--- src/rtl/tdc_dec_pkg.sv ---
package tdc_dec_pkg;

    // Default tap count of the delay line.
    localparam int unsigned TAPS_DEFAULT = 64;

    // Range flags reported with every result.
    typedef struct packed {
        logic underflow;
        logic overflow;
    } range_flags_t;

    // Majority of three bits.
    function automatic logic maj3(input logic a, input logic b, input logic c);
        return (a & b) | (a & c) | (b & c);
    endfunction

endpackage

--- src/rtl/tdc_bubble_vote.sv ---
module tdc_bubble_vote
    import tdc_dec_pkg::*;
#(
    parameter int unsigned N_TAPS = TAPS_DEFAULT
) (
    input  logic [N_TAPS-1:0] raw_taps,
    output logic [N_TAPS-1:0] clean_taps
);

    // Implicit 1 below tap 0 and implicit 0 above the last tap.
    logic [N_TAPS+1:0] padded;
    assign padded = {1'b0, raw_taps, 1'b1};

    for (genvar i = 0; i < N_TAPS; i++) begin : g_vote
        assign clean_taps[i] = maj3(padded[i], padded[i+1], padded[i+2]);
    end

endmodule

--- src/rtl/tdc_edge_encode.sv ---
module tdc_edge_encode
    import tdc_dec_pkg::*;
#(
    parameter int unsigned N_TAPS = TAPS_DEFAULT,
    localparam int unsigned CODE_W = $clog2(N_TAPS + 1)
) (
    input  logic [N_TAPS-1:0] clean_taps,
    output logic [CODE_W-1:0] code,
    output range_flags_t      flags
);

    // Highest set index plus one; later iterations win.
    always_comb begin
        code = '0;
        for (int i = 0; i < N_TAPS; i++) begin
            if (clean_taps[i]) begin
                code = CODE_W'(i + 1);
            end
        end
    end

    always_comb begin
        flags.underflow = ~|clean_taps;
        flags.overflow  = &clean_taps;
    end

endmodule

--- src/rtl/tdc_therm_decoder.sv ---
module tdc_therm_decoder
    import tdc_dec_pkg::*;
#(
    parameter int unsigned N_TAPS = TAPS_DEFAULT,
    localparam int unsigned CODE_W = $clog2(N_TAPS + 1)
) (
    input  logic              clk,
    input  logic              rst_n,
    input  logic              in_valid,
    input  logic [N_TAPS-1:0] in_taps,
    output logic              out_valid,
    output logic [CODE_W-1:0] out_code,
    output logic              out_underflow,
    output logic              out_overflow
);

    typedef struct packed {
        logic              vld;
        logic [CODE_W-1:0] code;
        range_flags_t      flags;
    } result_t;

    logic [N_TAPS-1:0] clean_taps;
    logic [CODE_W-1:0] enc_code;
    range_flags_t      enc_flags;
    result_t           res_d, res_q;

    tdc_bubble_vote #(.N_TAPS(N_TAPS)) u_vote (
        .raw_taps  (in_taps),
        .clean_taps(clean_taps)
    );

    tdc_edge_encode #(.N_TAPS(N_TAPS)) u_enc (
        .clean_taps(clean_taps),
        .code      (enc_code),
        .flags     (enc_flags)
    );

    always_comb begin
        res_d     = res_q;
        res_d.vld = in_valid;
        if (in_valid) begin
            res_d.code  = enc_code;
            res_d.flags = enc_flags;
        end
    end

    always_ff @(posedge clk or negedge rst_n) begin
        if (!rst_n) begin
            res_q <= '0;
        end else begin
            res_q <= res_d;
        end
    end

    assign out_valid     = res_q.vld;
    assign out_code      = res_q.code;
    assign out_underflow = res_q.flags.underflow;
    assign out_overflow  = res_q.flags.overflow;

endmodule

--- config.mk ---
export PLATFORM = sky130hd
export DESIGN_NAME = tdc_therm_decoder
export DESIGN_NICKNAME = d
export VERILOG_FILES = /design/src/rtl/tdc_dec_pkg.sv /design/src/rtl/tdc_bubble_vote.sv /design/src/rtl/tdc_edge_encode.sv /design/src/rtl/tdc_therm_decoder.sv
export SDC_FILE = /design/constraint.sdc
export NUM_CORES = 1
export LEC_CHECK = 0
export ABC_AREA = 0
export BUFFER_PORTS_ARGS = -buffer_cell sky130_fd_sc_hd__buf_2
export CAP_MARGIN = 40
export CORE_AREA = 2 2 71 73
export DETAILED_ROUTE_END_ITERATION = 10
export DIE_AREA = 0 0 73 75
export GPL_TIMING_DRIVEN = 0
export PLACE_DENSITY = 0.72
export SLEW_MARGIN = 40
export SYNTH_ARGS = -nofsm -noshare
export SYNTH_HDL_FRONTEND = slang
export SYNTH_HIERARCHICAL = 1
export SYNTH_SLANG_ARGS = --single-unit
--- constraint.sdc ---
create_clock -name clk -period 2.3 [get_ports clk]
set_clock_uncertainty 0.1 [all_clocks]
set_input_delay 0.115 -clock clk [delete_from_list [all_inputs] [get_ports clk]]
set_output_delay 0.115 -clock clk [all_outputs]
set_load 0.005 [all_outputs]
==> reports/qor.yml, run 1 <==
layout:
  drive_above_1_share: 0.480
  area_growth_pct: 24.8
  num_antenna_cells: 0
  mostFrequentLayoutCell: "buf_2"
  layout.nets: 400
  fin_cells: 385
  nFillCells: 447
  mostFrequentLayoutCells: "buf_2, maj3_2, nor2_1, nand4_1, nor4_1"
yosys:
  synth_edf_count: 0
  synth_top_area_cell: "maj3_2"
  synth_nets: 317
  synthTopCellsByArea: "maj3_2, dfrtp_1, mux2_4"
  synth.distinct_cells: 42
  async_flop_share: 1.00
  synth-seq-cells: 10
  synthesis.area_sq_mm: 0.00205
  ys.flop_type: "dfrtp_1"
  seq_area_frac_synth: 0.122
  synth_cells: 250
  synth.top_cell.area_share: 0.340
  avgSynthCellArea_sq_um: 8.21
  yosys_warnings: 6
cts:
  cts_root_buf: "clkbuf_8"
  post_cts_resized: 0
  clock_path_buffers: 2
  cts_buffers: 3
  cts_setup_buffers: 0
  clk_latency_ns: 0.23
  htreeDepth: 1
  cts_tree: "done"
  clock-sinks: 10
  clkSlewWorstSetupHoldPaths_ns: 0.04
global_route:
  grt_pass1_wl_microns: 8800
  antenna_found_initial: 0
  grt_usage: 0.196
  overflow: 0
  grt_max_degree: 11
  first_global_vias: 1994
critical_path:
  path_class: "in2reg"
  arrival_ns: 2.20
  cp.required_ns: 2.31
  end_kind: "flop"
  slowest_delay_ns: 0.55
  slowest_stage: "or4_4"
  crit_path_cell_trace: "buf_2 -> maj3_2 -> or4_4 -> nand2b_4 -> a311oi_2 -> nor3b_1 -> o31ai_1 -> a21oi_1 -> mux2_4"
  cp_max_fo: 5
  cp-start-kind: "primary input"
die:
  die_w_microns: 73
  core-area_sq_mm: 0.00466
  rows: 25
  initial_core_util: 0.440
  io_pins: 77
  die_h_microns: 75
  fp.dieArea_sq_mm: 0.00548
job:
  maxCapViolCount: 0
power_and_ir_drop:
  pwr-share-seq: 0.244
  power_density_mw_per_mm2: 322
  power_frac_comb: 0.542
  p_clk_frac: 0.214
  power_uw: 824
  leakage_uw: 0.000997
  switching_power_uw: 311
  ir_drop_mv: 0.168
  internal_power_uw: 513
  switching_share: 0.377
sta:
  period_minus_slack_ns: 2.19
  hold_violations: 0
  rsz0062_at_grt: "false"
  fin_crit_sh: 0.951
  worstMarginPinSlew_ns: 0.583
  timing_max_transition_violations_final: 0
  fmax_mhz: 457
  slew_headroom: 0.608
  setup_viol: 0
place:
  dp_cells: 380
  gp_congestion: 0.933
  hpwlAfterDp_microns: 4680
  port_buffers: 76
drt:
  totalWireLength_microns: 5460
  vias: 2253
  via_per_inst: 5.85
  drtIter0Drc: 157
  ant_nets: 0
  wl_per_cell_microns: 14.2
  first_pass_iters: 4
  drc: 0
run_status:
  outcome: "finished clean"
hold_path:
  hold_path_class: "in2async"
[sequential cells by signal, indices dropped and copies added, names as in the netlist]
register       count
out_code           7
out_overflow       1
out_underflow      1
out_valid          1
[cell usage after synthesis, types with 5 or more instances]
| master | number |
|---|---|
| maj3_2 | 62 |
| nor2_1 | 26 |
| nand4_1 | 18 |
| nor4_1 | 17 |
| a21oi_1 | 16 |
| nor3_1 | 16 |
| inv_1 | 13 |
| dfrtp_1 | 10 |
| o21ai_0 | 10 |
| mux2_4 | 9 |
| nand2_1 | 6 |
| nand3_1 | 5 |
[cell type report]
| class | instances | area [sq um] | area share |
|---|---|---|---|
| repair buffers | 78 | 400 | 0.156 |
| inverters | 13 | 48.8 | 0.0191 |
| clock buffers | 3 | 41.3 | 0.0161 |
| flip-flops and latches | 10 | 250 | 0.0977 |
| plain buffers | 3 | 22.5 | 0.00879 |
| multi-input cells | 224 | 1730 | 0.676 |
| well taps | 54 | 67.6 | 0.0264 |
[final timing paths]
kind,from,to,slack (ns),depth (start not counted)
max reg2reg,out_code[0],out_code[0],1.42,1
min in group clk,in_taps[63],out_code[6],0.26,4
max in group asynchronous,rst_n,out_code[3],1.74,2
min reg2reg,out_underflow,out_underflow,0.41,1
min,rst_n,out_code[5],0.17,2
max,in_taps[8],out_code[3],0.11,9
[power groups by stage]
stage | combinational (uW) | clock, uW | sequential (uW)
finish | 447 | 176 | 201
global placement | 432 | 0 | 202
floorplan | 270 | 0 | 203
CTS | 444 | 180 | 201
detailed placement | 439 | 0 | 204
global route | 490 | 188 | 203
[critical path: cells and delay by family]
family	cells	cell delay [ns]
AOI/OAI and AO/OA	3	0.55
muxes	1	0.27
buffers and inverters	1	0.12
adders and majority gates	1	0.36
and+or+nand+nor	3	0.79
[per-layer routing]
layer	wire length (microns)	part of all wire	vias to the layer above	global-route usage
li1	-	-	1155	-
met1	2590	0.47	1010	0.279
met2	2510	0.46	82	0.329
met3	309	0.057	6	0.00803
met4	48	0.0088	0	0.0412
met5	0	0	-	0
[kinds of logic after synthesis]
logic type / count (synthesis) / share of synthesized area
AO/OA/AOI/OAI: 50 / 0.157
adder cells (fa/ha/maj): 62 / 0.340
buffers and inverters: 16 / 0.0348
flip-flops: 10 / 0.122
multiplexers: 9 / 0.0659
AND/OR/NAND/NOR: 103 / 0.280
[what timing repair did]
item                       CTS  global route
hold endpoints to repair    11             0
setup endpoints to repair    0             1
hold buffers                 2             0
[stage by stage]
| step | hold WS [ns] | util | setup TNS [ns] | instance area (sq um) | setup WS (ns) |
|---|---|---|---|---|---|
| floorplan | -0.281 | - | 0 | 2050 | 0.100 |
| global route | 0.202 | 0.550 | 0 | 2560 | 0.0180 |
| detailed placement | -0.117 | 0.536 | -0.149 | 2500 | -0.144 |
| global placement | -0.123 | 0.536 | -0.150 | 2500 | -0.150 |
| finish | 0.173 | 0.550 | 0 | 2560 | 0.112 |
| CTS | 0.177 | 0.550 | 0 | 2560 | 0.0854 |
Note: power is estimated with default switching activity, not from simulation.
==> run 2: changes to the inputs <==
--- a/config.mk
+++ b/config.mk
@@ -13,6 +13,7 @@
 export DIE_AREA = 0 0 73 75
 export GPL_TIMING_DRIVEN = 0
 export PLACE_DENSITY = 0.72
+export REMOVE_ABC_BUFFERS = 1
 export SLEW_MARGIN = 40
 export SYNTH_ARGS = -nofsm -noshare
 export SYNTH_HDL_FRONTEND = slang
==> run 2 against run 1 <==
Die area stayed put. Flip-flop and latch count stayed put. Combinational power decreased by 0.9%. Critical path depth stayed put. Register-to-register slack about the same. Non-clock buffer count decreased by 4. First-iteration DRC count fell by 4.5%. Setup slack got worse by 0.029 ns. Sequential power hardly changed. Largest power group unchanged.
==> reports/qor.yml, run 2 (synthesized netlist as in run 1, its figures left out) <==
hold_path:
  holdCritStartpoint: "in_valid"
  hold_path_class: "in2reg"
global_route:
  overflow: 0
  grt_max_degree: 12
  grt_usage: 0.205
  grt_pass1_wl_microns: 9010
  gr-max-usage-layer: "met2"
  use_met1: 0.290
  met3_usage: 0.0174
  antenna_found_initial: 0
  groute.layer.met2.usage: 0.333
  first_global_vias: 1992
power_and_ir_drop:
  power_density_mw_per_mm2: 335
  ir_drop_mv: 0.145
  leakage_uw: 0.000993
drt:
  via_per_inst: 5.95
  totalWireLength_microns: 5480
  first_pass_iters: 4
  wl_per_cell_microns: 14.4
  drtIter0Drc: 150
  drc: 0
  ant_nets: 0
  vias: 2274
critical_path:
  crit_path_cell_trace: "buf_2 -> maj3_2 -> or4_4 -> nand2b_4 -> a311oi_2 -> nor3b_1 -> o31ai_1 -> a21oi_1 -> mux2_4"
  arrival_ns: 2.24
  slowest_stage: "or4_4"
  path_class: "in2reg"
  slowest_delay_ns: 0.55
  end_kind: "flop"
  crit_path_start: "in_taps[11]"
  reg2reg_from: "out_code[1]"
  cp_max_fo: 5
  cp.required_ns: 2.32
  cp-start-kind: "primary input"
sta:
  holdWs_ns: 0.0539
  hold_violations: 0
  worstMarginPinSlew_ns: 0.632
  fmax_mhz: 451
  timing_max_transition_violations_final: 0
  setup_slack_ns: 0.0828
  setup_viol: 0
  slew_headroom: 0.575
  fin_crit_sh: 0.964
  rsz0062_at_grt: "false"
  period_minus_slack_ns: 2.22
cts:
  clkSlewWorstSetupHoldPaths_ns: 0.05
  cts_setup_buffers: 0
  cts_root_buf: "clkbuf_8"
  htreeDepth: 1
  cts_tree: "done"
  clock_path_buffers: 2
  clk_latency_ns: 0.23
  cts_buffers: 3
  clock-sinks: 10
job:
  maxCapViolCount: 0
layout:
  drive_above_1_share: 0.485
  mostFrequentLayoutCell: "buf_2"
  area_growth_pct: 24.8
  nFillCells: 467
  largest_reg_flops: 7
  layout.nets: 396
  num_antenna_cells: 0
  mostFrequentLayoutCells: "buf_2, maj3_2, nor2_1, nand4_1"
die:
  fp.dieArea_sq_mm: 0.00548
  core-area_sq_mm: 0.00466
  io_pins: 77
  die_h_microns: 75
  initial_core_util: 0.440
  die_w_microns: 73
  rows: 25
place:
  port_buffers: 76
  hpwlAfterDp_microns: 4740
  gp_congestion: 0.920
  pre_cts_ws_ns: -0.182
run_status:
  outcome: "finished clean"
## run 2: worst paths after layout
check | cells after the start | end | slack [ns]
worst min-delay path | 1 | out_valid | 0.05
max in group asynchronous | 2 | out_code[6] | 1.76
worst max register to register | 1 | out_code[1] | 1.43
worst max-delay path | 9 | out_code[3] | 0.08
worst min register to register | 1 | out_code[4] | 0.40
min in group asynchronous | 2 | out_code[4] | 0.16
## run 2: routing by layer
| metal | wire length, microns | share of wire |
|---|---|---|
| met1 | 2510 | 0.46 |
| met2 | 2570 | 0.47 |
| met3 | 337 | 0.061 |
| met4 | 62 | 0.011 |
| met5 | 0 | 0 |
## run 2: power by group
part,total [uW],internal (uW),switching (uW)
clock,216,150,65.7
combinational,443,205,238
sequential,200,192,7.84
total,859,547,312
## run 2: timing repair
item / CTS / global route
hold buffers: 1 / 0
gates resized for setup: 0 / 5
setup endpoints to repair: 0 / 2
hold endpoints to repair: 10 / 0
## run 2: area by class of cell
cell class	count	area, sq um	area share
inverter	13	48.8	0.0191
timing repair buffer	77	403	0.157
tap	54	67.6	0.0264
multi-input combinational	224	1740	0.678
clock buffer	4	55.1	0.0215
sequential	10	250	0.0977
## run 2: metrics by stage
step | std cells | power [uW] | utilization | cell area [sq um] | setup TNS [ns]
after global placement | 377 | 632 | 0.532 | 2480 | -0.199
after detailed placement | 377 | 638 | 0.532 | 2480 | -0.228
after global routing | 382 | 917 | 0.550 | 2560 | 0
after floorplan | 247 | 467 | - | 2030 | 0
after CTS | 382 | 859 | 0.546 | 2540 | 0
final | 382 | 859 | 0.550 | 2560 | 0
## run 2: critical path: cells and delay by family
family,cells,cell delay (ns)
muxes,1,0.26
and+or+nand+nor,3,0.80
buffers and inverters,1,0.12
AOI/OAI and AO/OA,3,0.60
adders and majority gates,1,0.34
==> run 3: changes to the inputs <==
--- a/config.mk
+++ b/config.mk
@@ -8,11 +8,12 @@
 export ABC_AREA = 0
 export BUFFER_PORTS_ARGS = -buffer_cell sky130_fd_sc_hd__buf_2
 export CAP_MARGIN = 40
-export CORE_AREA = 2 2 71 73
+export CELL_PAD_IN_SITES_DETAIL_PLACEMENT = 0
+export CELL_PAD_IN_SITES_GLOBAL_PLACEMENT = 2
+export CORE_AREA = 2 2 86 88
 export DETAILED_ROUTE_END_ITERATION = 10
-export DIE_AREA = 0 0 73 75
-export GPL_TIMING_DRIVEN = 0
-export PLACE_DENSITY = 0.72
+export DIE_AREA = 0 0 88 90
+export PLACE_DENSITY_LB_ADDON = 0.1
 export REMOVE_ABC_BUFFERS = 1
 export SLEW_MARGIN = 40
 export SYNTH_ARGS = -nofsm -noshare
==> run 3 against run 2 <==
First-iteration DRC count down 31%. Flip-flop and latch count did not move. Non-clock buffer count grew 39. Via count rose by 2.9%. Routed wire length grew 20%. Combinational power up 13%. Critical path depth is the same. Setup slack better by 0.061 ns. Die area rose by 45%. Fmax is 2.8% higher. Sequential power about the same.
==> reports/qor.yml, run 3 (synthesized netlist as in run 1, its figures left out) <==
cts:
  cts_buffers: 3
  clk_latency_ns: 0.22
  cts_tree: "done"
  cts_root_buf: "clkbuf_8"
  htreeDepth: 1
  clock_path_buffers: 2
  clkSlewWorstSetupHoldPaths_ns: 0.04
  cts_setup_buffers: 0
  clock-sinks: 10
global_route:
  grt_pass1_wl_microns: 10600
  overflow: 0
  grt_usage: 0.164
  grt_max_degree: 11
  antenna_found_initial: 0
  first_global_vias: 2204
critical_path:
  reg2reg_depth: 1
  cp-start-kind: "primary input"
  reg2reg_to: "out_code[3]"
  path_class: "in2reg"
  cp_max_fo: 3
  end_kind: "flop"
  arrival_ns: 2.16
  reg2reg_from: "out_code[3]"
  cp.required_ns: 2.31
  reg2reg_slack_ns: 1.45
die:
  rows: 31
  initial_core_util: 0.292
  die_h_microns: 90
  fp.dieArea_sq_mm: 0.00792
  die_w_microns: 88
  io_pins: 77
  core-area_sq_mm: 0.00702
hold_path:
  hold_end: "out_valid"
  holdCritStartpoint: "in_valid"
  hold_depth: 1
  hold_path_class: "in2reg"
drt:
  drc: 0
  totalWireLength_microns: 6550
  ant_nets: 0
  vias: 2339
  dr.max_layer_used: "met4"
  first_pass_iters: 4
  via_per_inst: 5.03
  wl_per_cell_microns: 14.1
  drtIter0Drc: 103
  dr_wl_met3_microns: 266
  wl_met1_microns: 3330
  met2_length_microns: 2930
layout:
  final_util: 0.410
  drive_above_1_share: 0.536
  largest_reg_flops: 7
  area_growth_pct: 40.2
  seqCellArea_sq_um: 250
  multi_input_area_sq_mm: 0.00173
  mostFrequentLayoutCells: "buf_2, maj3_2, buf_4, nor2_1, nand4_1"
  num_antenna_cells: 0
  mostFrequentLayoutCell: "buf_2"
  layout.nets: 435
  nFillCells: 754
sta:
  setup_viol: 0
  worstMarginPinSlew_ns: 0.427
  timing_max_transition_violations_final: 0
  rsz0062_at_grt: "false"
  period_minus_slack_ns: 2.16
  finalSetupTns_ns: 0
  holdWs_ns: 0.0770
  hold_violations: 0
  fin_crit_sh: 0.937
  fmax_mhz: 464
  slew_headroom: 0.713
power_and_ir_drop:
  ir_drop_mv: 0.113
  pwr-share-seq: 0.230
  p_clk_frac: 0.192
  internal_power_uw: 553
  power_frac_comb: 0.578
  switching_share: 0.363
  switching_power_uw: 315
  leakage_uw: 0.00117
  power_density_mw_per_mm2: 302
place:
  port_buffers: 76
  gp_congestion: 0.851
  hpwlAfterDp_microns: 5840
job:
  maxCapViolCount: 0
run_status:
  outcome: "finished clean"
run 3: changes by cell type in the layout (fill, tap and decap cells not counted):
| cell | previous run | this run |
|---|---|---|
| nor4_1 | 16 | 17 |
| buf_2 | 74 | 76 |
| buf_4 | 0 | 39 |
| nor4_2 | 1 | 0 |
| clkbuf_8 | 4 | 3 |
| buf_6 | 2 | 0 |
run 3: final cells by class:
class | instances | area share
clock buffer | 3 | 0.0143
inverter | 13 | 0.0170
multi-input combinational | 224 | 0.601
sequential | 10 | 0.0870
tap | 99 | 0.0430
timing repair buffer | 116 | 0.237
run 3: through the flow:
step	std cells	setup slack [ns]	power [uW]	cell area [sq um]
CTS	465	0.148	876	2880
global placement	461	-0.0996	703	2830
floorplan	247	0.102	467	2030
finish	465	0.144	868	2880
global route	465	0.0168	940	2880
detailed placement	461	-0.0820	705	2830
run 3: power by group through the flow:
stage	clock, uW	combinational (uW)	sequential [uW]
2_1_floorplan	0	263	203
3_3_place_gp	0	502	202
3_5_place_dp	0	502	203
4_1_cts	170	505	201
5_1_grt	182	556	202
6_report	167	502	200
run 3: per-layer routing:
layer,global-route usage,vias to the layer above
met2,0.253,58
met3,0.0110,4
met5,0,-
met4,0.0308,0
met1,0.248,1048
li1,-,1229
run 3: worst max path at each step:
stage / cells after the start / endpoint / startpoint
2_1_floorplan: 8 / out_code[3] / in_taps[9]
3_3_place_gp: 10 / out_underflow / in_taps[36]
3_5_place_dp: 9 / out_code[3] / in_taps[9]
4_1_cts: 9 / out_code[3] / in_taps[9]
5_1_grt: 9 / out_code[3] / in_taps[9]
6_report: 9 / out_code[3] / in_taps[9]
run 3: what timing repair did:
action | 4_1_cts | 5_1_grt
hold buffers | 1 | 0
resized for setup | 0 | 0
endpoints found under the hold margin | 10 | 0
run 3: worst max-delay path, stage by stage:
cell and delay, ns:
buf_2 0.12, maj3_2 0.31, or4_4 0.54, nand2b_4 0.17, a311oi_2 0.27, nor3b_1 0.09, o31ai_1 0.20, a21oi_1 0.10
mux2_4 0.25
